===== config.mk =====
export PLATFORM = sky130hd
export DESIGN_NAME = pba_remap
export DESIGN_NICKNAME = d
export VERILOG_FILES = /design/src/rtl/pba_pkg.sv /design/src/rtl/pba_upper_shift.sv /design/src/rtl/pba_bank_rebuild.sv /design/src/rtl/pba_out_stage.sv /design/src/rtl/pba_remap.sv
export SDC_FILE = /design/constraint.sdc
export NUM_CORES = 1
export LEC_CHECK = 0
export ABC_AREA = 0
export BUFFER_PORTS_ARGS = -buffer_cell sky130_fd_sc_hd__buf_2
export CAP_MARGIN = 40
export CELL_PAD_IN_SITES_DETAIL_PLACEMENT = 0
export CELL_PAD_IN_SITES_GLOBAL_PLACEMENT = 2
export CORE_MARGIN = 3
export CORE_UTILIZATION = 27
export CTS_CLUSTER_SIZE = 10
export DETAILED_ROUTE_END_ITERATION = 16
export PLACE_DENSITY_LB_ADDON = 0.1
export RECOVER_POWER = 25
export SYNTH_ARGS = -nofsm -noshare
export SYNTH_HDL_FRONTEND = slang
export SYNTH_SLANG_ARGS = --single-unit

===== constraint.sdc =====
create_clock -name clk -period 2.8 [get_ports clk]
set_clock_uncertainty 0.1 [all_clocks]
set_input_delay 0.28 -clock clk [delete_from_list [all_inputs] [get_ports clk]]
set_output_delay 0.28 -clock clk [all_outputs]
set_load 0.005 [all_outputs]

===== src/rtl/pba_pkg.sv =====
package pba_pkg;
    localparam int ADDR_W  = 40;
    localparam int SHIFT_W = 2;
    localparam int MASK_W  = 4;
    localparam int BANK_LO = 6;
    localparam int UPPER_LO = BANK_LO + 3;
    localparam int UPPER_W  = ADDR_W - UPPER_LO;

    typedef enum logic [MASK_W-1:0] {
        MC_SET7_A  = 4'h2,
        MC_CLR8    = 4'h3,
        MC_SET8_A  = 4'h4,
        MC_CLR7    = 4'h5,
        MC_INV7    = 4'h6,
        MC_SET78   = 4'h8,
        MC_SET7_B  = 4'hA,
        MC_SET8_B  = 4'hC
    } mask_code_e;

    typedef struct packed {
        logic              valid;
        logic [ADDR_W-1:0] addr;
    } out_rec_t;
endpackage


===== src/rtl/pba_upper_shift.sv =====
module pba_upper_shift
    import pba_pkg::*;
(
    input  logic [ADDR_W-1:BANK_LO+1] addr_hi,
    input  logic [SHIFT_W-1:0]        shift_amt,
    output logic [UPPER_W-1:0]        upper
);
    always_comb begin
        case (shift_amt)
            2'd1:    upper = addr_hi[ADDR_W-2:UPPER_LO-1];
            2'd2:    upper = addr_hi[ADDR_W-3:UPPER_LO-2];
            default: upper = addr_hi[ADDR_W-1:UPPER_LO];
        endcase
    end
endmodule


===== src/rtl/pba_bank_rebuild.sv =====
module pba_bank_rebuild
    import pba_pkg::*;
(
    input  logic              src_b7,
    input  logic [SHIFT_W-1:0] shift_amt,
    input  logic [MASK_W-1:0]  mask_code,
    output logic [1:0]         bank_hi
);
    logic b7, b8;

    always_comb begin
        b7 = (shift_amt == 2'd1) ? src_b7 : 1'b0;
        b8 = b7;
        case (mask_code)
            MC_SET7_A, MC_SET7_B: b7 = 1'b1;
            MC_CLR7:              b7 = 1'b0;
            MC_INV7:              b7 = ~b7;
            MC_CLR8:              b8 = 1'b0;
            MC_SET8_A, MC_SET8_B: b8 = 1'b1;
            MC_SET78: begin
                b7 = 1'b1;
                b8 = 1'b1;
            end
            default: ;
        endcase
        bank_hi = {b8, b7};
    end
endmodule


===== src/rtl/pba_out_stage.sv =====
module pba_out_stage
    import pba_pkg::*;
#(
    parameter bit REGISTER_OUT = 1'b1
) (
    input  logic              clk,
    input  logic              rst,
    input  logic              in_valid,
    input  logic [ADDR_W-1:0] in_addr,
    output logic              out_valid,
    output logic [ADDR_W-1:0] out_addr
);
    generate
        if (REGISTER_OUT) begin : g_reg
            out_rec_t rec_d, rec_q;

            always_comb begin
                rec_d       = rec_q;
                rec_d.valid = in_valid;
                if (in_valid) begin
                    rec_d.addr = in_addr;
                end
            end

            always_ff @(posedge clk) begin
                if (rst) begin
                    rec_q <= '0;
                end else begin
                    rec_q <= rec_d;
                end
            end

            assign out_valid = rec_q.valid;
            assign out_addr  = rec_q.addr;
        end else begin : g_comb
            assign out_valid = in_valid;
            assign out_addr  = in_addr;
        end
    endgenerate
endmodule


===== src/rtl/pba_remap.sv =====
module pba_remap
    import pba_pkg::*;
#(
    parameter bit REGISTER_OUT = 1'b1
) (
    input  logic               clk,
    input  logic               rst,
    input  logic               in_valid,
    input  logic [ADDR_W-1:0]  in_addr,
    input  logic [SHIFT_W-1:0] shift_amt,
    input  logic [MASK_W-1:0]  mask_code,
    output logic               out_valid,
    output logic [ADDR_W-1:0]  out_addr,
    output logic [1:0]         out_bank_sel
);
    logic [UPPER_W-1:0] upper;
    logic [1:0]         bank_hi;
    logic [ADDR_W-1:0]  remap_d;
    logic               active;

    pba_upper_shift u_shift (
        .addr_hi   (in_addr[ADDR_W-1:BANK_LO+1]),
        .shift_amt (shift_amt),
        .upper     (upper)
    );

    pba_bank_rebuild u_bank (
        .src_b7    (in_addr[BANK_LO+1]),
        .shift_amt (shift_amt),
        .mask_code (mask_code),
        .bank_hi   (bank_hi)
    );

    always_comb begin
        active = (shift_amt == 2'd1) || (shift_amt == 2'd2);
        if (active) begin
            remap_d = {upper, bank_hi, in_addr[BANK_LO:0]};
        end else begin
            remap_d = in_addr;
        end
    end

    pba_out_stage #(.REGISTER_OUT(REGISTER_OUT)) u_out (
        .clk       (clk),
        .rst       (rst),
        .in_valid  (in_valid),
        .in_addr   (remap_d),
        .out_valid (out_valid),
        .out_addr  (out_addr)
    );

    assign out_bank_sel = out_addr[BANK_LO+2:BANK_LO+1];
endmodule


==> impl_metrics.py, run 1 <==
metrics = {
    "worst_setup_path": {
        "crit_start": "shift_amt[0]",
        "start_kind": "input port",
        "crit_type": "input port to flip-flop",
        "crit_path_max_fanout": 30,
        "crit_chain": "buf_2, inv_1, ha_2, buf_4, nor2_1, a21oi_1, o22ai_1",
        "arrival_ns": 1.68,
        "critPathRequiredTime_ns": 2.87,
        "max_stage_delay_ns": 0.64,
        "crit_path_end_kind": "flip-flop",
        "cp_slowest_cell": "ha_2",
        "reg2reg_from": "u_out.out_addr[7]",
    },
    "sta": {
        "finalSetupTns_ns": 0,
        "fin_crit_ns": 1.61,
        "fin_crit_sh_pct": 57.4,
        "hold_viol": 0,
        "max_slew.worst_pin.slew_ns": 0.787,
        "timing.fmax_ghz": 0.622,
        "holdWs_ns": 0.111,
        "slew_headroom_pct": 47.6,
        "rsz0062_at_grt": "no",
        "finalSetupViolCount": 0,
        "slew_viol_final": 0,
    },
    "place": {
        "dpl.hpwl_um": 4180,
        "placed_cell_area_um2": 2580,
        "globalplace.congestion": 0.710,
        "io_buffers": 91,
    },
    "logic_synthesis": {
        "synth_xor_area_share_pct": 0,
        "synth_cell_types": 24,
        "synth_commonest_cells": "41 x dfxtp_1, 40 x nor2_1, 34 x a21oi_1",
        "syn_area_per_cell_um2": 7.97,
        "synth_warnings": 0,
        "synth_area_leaders": "dfxtp_1 40%, a22oi_1 12%, nand2b_1 9.7%",
        "synth_top_family_by_area": "compound AO/OA/AOI/OAI gates",
        "synth_top_cell_by_area": "dfxtp_1",
        "synth_edf_count": 0,
        "syn_inst": 260,
        "ys.flop_type": "dfxtp_1",
        "synth_compound_area_share_pct": 31.3,
        "synthAdderAreaFrac_pct": 1.21,
        "synthesis.area_um2": 2070,
        "async_reset_ff_share_pct": 0,
        "synth_most_common_cell": "dfxtp_1",
        "ys_ff_latch": 41,
        "muxShareOfSynthArea_pct": 3.38,
        "yosys.area_share.simple_pct": 18.3,
        "synth_top_area_share_pct": 39.6,
        "synth_nets": 311,
        "synth-seq-area-share_pct": 39.6,
    },
    "cts": {
        "cts_resized": 0,
        "clk_latency_ns": 0.30,
        "htree_levels": 2,
        "clk_pin_slew_ns": 0.09,
        "clockRootBuffer": "clkbuf_8",
        "cts_tree": "yes",
        "cts_hold_buf": 0,
        "clock_path_buffers": 2,
        "cts-buffers-inserted": 5,
        "cts.sink_count": 41,
        "post-cts-setup-buffers": 0,
    },
    "final_layout": {
        "fillers": 794,
        "area.growth.synth_to_final_pct": 29.8,
        "final_nets": 388,
        "finalCoreUtilization_pct": 36.7,
        "finalInstanceArea_um2": 2690,
        "drive_gt1_share_pct": 29.9,
        "antenna_cells": 0,
    },
    "pwr": {
        "leakagePower_uw": 0.00115,
        "total_power_uw": 1430,
        "p_per_area_nw_per_um2": 530,
        "peakVddDrop_mv": 0.210,
    },
    "die": {
        "die_h_um": 93.6,
        "core-area_um2": 7330,
        "fp.dieW_um": 93.6,
        "rows": 31,
        "start_util_pct": 28.3,
        "io_pins": 92,
        "dieArea_um2": 8760,
    },
    "global_routing": {
        "grtUsageTotal_pct": 14.0,
        "grt_pass1_wl_um": 9820,
        "overflow": 0,
        "antenna_found_initial": 0,
        "grt_pass1_vias": 1981,
        "grt_max_degree": 44,
    },
    "detailed_routing": {
        "drt_pre_antenna_iters": 4,
        "routed_via_density": 4.89,
        "wl_per_cell_um": 14.2,
        "remaining_drc_errors": 0,
        "wl_um": 6210,
        "vias": 2138,
        "drt_iter0_markers": 73,
        "ant_nets": 0,
    },
    "run_status": {
        "status": "finished clean",
    },
    "job": {
        "cap_violations": 0,
    },
    "hold_path": {
        "min_path_type": "input port to flip-flop",
        "min_from": "in_addr[5]",
    },
}
==> through the flow <==
stage          cells  setup WS, ns
4_1_cts          437          1.19
3_5_place_dp     429         0.877
3_3_place_gp     429         0.888
6_report         437          1.19
5_1_grt          437          1.04
2_1_floorplan    260          1.31
==> cell type report <==
| class | count | area, um^2 | share of cell area, % |
|---|---|---|---|
| Clock buffer | 5 | 68.8 | 2.56 |
| Tap cell | 99 | 124 | 4.61 |
| Sequential cell | 41 | 821 | 30.5 |
| Clock inverter | 3 | 46.3 | 1.72 |
| Multi-Input combinational cell | 189 | 1130 | 41.9 |
| Inverter | 3 | 11.3 | 0.419 |
| Timing Repair Buffer | 97 | 492 | 18.3 |
==> worst max-delay path, delay by kind of cell <==
family | cells | cell delay, ns
compound gates | 2 | 0.22
buf+inv | 3 | 0.46
fa+ha+maj | 1 | 0.64
simple gates | 1 | 0.07
==> path summary, 6_finish.rpt <==
kind | to | slack, ns | cells past startpoint
max | u_out.out_addr[13] | 1.19 | 7
min | u_out.out_addr[5] | 0.11 | 3
max reg2reg | u_out.out_addr[7] | 1.96 | 2
min reg2reg | u_out.out_addr[13] | 0.38 | 2
==> report_power, final <==
group | switching [uW] | internal (uW) | total [uW]
clock | 230 | 267 | 498
sequential | 18.8 | 621 | 640
combinational | 158 | 129 | 287
==> registers in the layout, summed over array words and instances, names as in the netlist <==
name / count
u_out.out_addr: 40
u_out.out_valid: 1
==> routing by layer <==
| metal | track usage (%) | wire, um | vias up |
|---|---|---|---|
| li1 | - | - | 1089 |
| met1 | 18.6 | 2920 | 985 |
| met2 | 22.3 | 2830 | 59 |
| met3 | 3.70 | 397 | 5 |
| met4 | 4.09 | 61 | 0 |
| met5 | 0 | 0 | - |
==> placed cells by master, fill, tap and decap left out, types with 2 or more instances in the layout <==
master / netlist / layout
buf_2: 6 / 84
nand2b_1: 32 / 32
buf_4: 2 / 6
dfxtp_1: 41 / 41
nand2_1: 2 / 2
inv_1: 2 / 2
nor2_1: 40 / 40
o22ai_1: 31 / 31
clkbuf_8: 0 / 5
clkbuf_1: 15 / 7
mux2i_1: 7 / 7
a21oi_1: 34 / 34
a22oi_1: 32 / 32
==> kinds of logic after synthesis <==
| group | after synthesis |
|---|---|
| fa+ha+maj | 2 |
| mux | 7 |
| compound gates | 103 |
| buf+inv | 30 |
| flops | 41 |
| simple gates | 77 |
(Power assumes the default switching activity.)
==> run 2: changes to the inputs <==
- CORE_UTILIZATION: 27 -> 25
- clock period: 2.8 -> 1.6 ns (I/O delays scaled with it)
==> run 2 against run 1 <==
Compared with the run above:
- worst hold slack worse by 0.10 ns
- sequential cell count stayed put
- highest routed layer unchanged
- clock power is 35% higher
- via count is 0.42% higher
==> impl_metrics.py, run 2 (same netlist as run 1, synthesis figures left out) <==
metrics = {
    "detailed_routing": {
        "wl_um": 6480,
        "remaining_drc_errors": 0,
        "drt_iter0_markers": 48,
        "drt_pre_antenna_iters": 4,
        "routed_via_density": 4.84,
        "wl_per_cell_um": 14.6,
        "ant_nets": 0,
        "vias": 2147,
    },
    "final_layout": {
        "area.growth.synth_to_final_pct": 31.0,
        "multi_input_area_um2": 1130,
        "antenna_cells": 0,
        "finalInstanceArea_um2": 2720,
        "drive_gt1_share_pct": 29.8,
        "finalCoreUtilization_pct": 34.4,
        "largest_reg_flops": 40,
        "fillers": 887,
        "final_cell_mix": "86 x buf_2, 41 x dfxtp_1, 40 x nor2_1, 34 x a21oi_1",
        "seq_area_um2": 821,
        "final_nets": 392,
        "final_common_cell": "buf_2",
    },
    "worst_setup_path": {
        "crit_path_end_kind": "flip-flop",
        "reg2reg_depth": 2,
        "rrSetupSlack_ns": 0.76,
        "crit_path_max_fanout": 31,
        "crit_type": "input port to flip-flop",
        "crit_chain": "buf_2, inv_1, ha_2, a22oi_1, nor2_1, a21oi_1, o22ai_1",
        "crit_start": "shift_amt[0]",
        "critPathRequiredTime_ns": 1.70,
        "reg2reg_from": "u_out.out_addr[7]",
        "start_kind": "input port",
        "critPathCapture": "u_out.out_addr[20]",
        "arrival_ns": 1.39,
        "cp_slowest_cell": "ha_2",
        "max_stage_delay_ns": 0.56,
        "worstReg2RegEnd": "u_out.out_addr[7]",
    },
    "sta": {
        "finalSetupTns_ns": 0,
        "fin_crit_ns": 1.29,
        "hold_viol": 0,
        "holdWs_ns": 0.00758,
        "rsz0062_at_grt": "no",
        "timing.fmax_ghz": 0.774,
        "fin_crit_sh_pct": 80.8,
        "slew_viol_final": 0,
        "finalSetupViolCount": 0,
        "max_slew.worst_pin.slew_ns": 0.887,
        "slew_headroom_pct": 40.8,
    },
    "cts": {
        "clockRootBuffer": "clkbuf_8",
        "clock_path_buffers": 2,
        "cts_hold_buf": 2,
        "cts.sink_count": 41,
        "cts_tree": "yes",
        "clk_pin_slew_ns": 0.08,
        "htree_levels": 2,
        "cts_resized": 0,
        "clk_latency_ns": 0.28,
        "cts-buffers-inserted": 5,
        "post-cts-setup-buffers": 0,
    },
    "die": {
        "io_pins": 92,
        "fp.dieW_um": 97.0,
        "dieArea_um2": 9420,
        "die_h_um": 97.0,
        "rows": 32,
        "start_util_pct": 26.3,
        "core-area_um2": 7890,
    },
    "place": {
        "io_buffers": 91,
        "dpl.hpwl_um": 4360,
        "placed_cell_area_um2": 2630,
        "globalplace.congestion": 0.697,
    },
    "hold_path": {
        "holdPathStages": 3,
        "min_path_type": "input port to flip-flop",
    },
    "job": {
        "cap_violations": 0,
    },
    "pwr": {
        "peakVddDrop_mv": 0.348,
        "p_per_area_nw_per_um2": 853,
        "leakagePower_uw": 0.00117,
    },
    "global_routing": {
        "antenna_found_initial": 0,
        "overflow": 0,
        "grt_max_degree": 41,
        "grtUsageTotal_pct": 13.8,
        "grt_pass1_wl_um": 10900,
        "grt_pass1_vias": 2146,
    },
    "run_status": {
        "status": "finished clean",
    },
}
[run 2: layer usage]
metal	global-route usage [%]	routed length, um	vias to the layer above
met5	0	0	-
met3	3.60	368	5
met2	22.2	2910	60
li1	-	-	1096
met4	3.24	48	0
met1	18.4	3150	986
[run 2: worst min-delay path by stage]
stage | start | to | slack (ns)
after global routing | in_addr[4] | u_out.out_addr[4] | 0.02
after floorplan | in_addr[0] | u_out.out_addr[0] | 0.21
after global placement | in_addr[0] | u_out.out_addr[0] | 0.30
after detailed placement | in_addr[1] | u_out.out_addr[1] | 0.31
final | in_addr[4] | u_out.out_addr[4] | 0.008
after CTS | in_addr[3] | u_out.out_addr[3] | 0.0008
[run 2: report_power, final]
group	switching [uW]	total [uW]	internal [uW]	leakage, uW
registers	33.1	1120	1090	0.000337
clock network	359	670	311	0.0000395
logic	284	526	242	0.000792
total	676	2320	1640	0.00117
[run 2: final cells by class]
class                           count  share of cell area, %
Multi-Input combinational cell    189                   41.5
Clock buffer                        8                   2.95
Sequential cell                    41                   30.2
Inverter                            3                  0.415
Timing Repair Buffer              101                   20.2
Tap cell                          102                   4.70
[run 2: per-stage QoR]
| step | setup WS, ns | std cells | total power, uW |
|---|---|---|---|
| after detailed placement | 0.0243 | 434 | 1680 |
| after global routing | 0.190 | 444 | 2480 |
| after global placement | 0.0444 | 434 | 1680 |
| after floorplan | 0.226 | 260 | 1440 |
| final | 0.307 | 444 | 2320 |
| after CTS | 0.337 | 444 | 2380 |
[run 2: critical path: cells and delay by family]
| family | cells | cell delay, ns |
|---|---|---|
| fa+ha+maj | 1 | 0.56 |
| compound gates | 3 | 0.36 |
| buf+inv | 2 | 0.16 |
| simple gates | 1 | 0.15 |
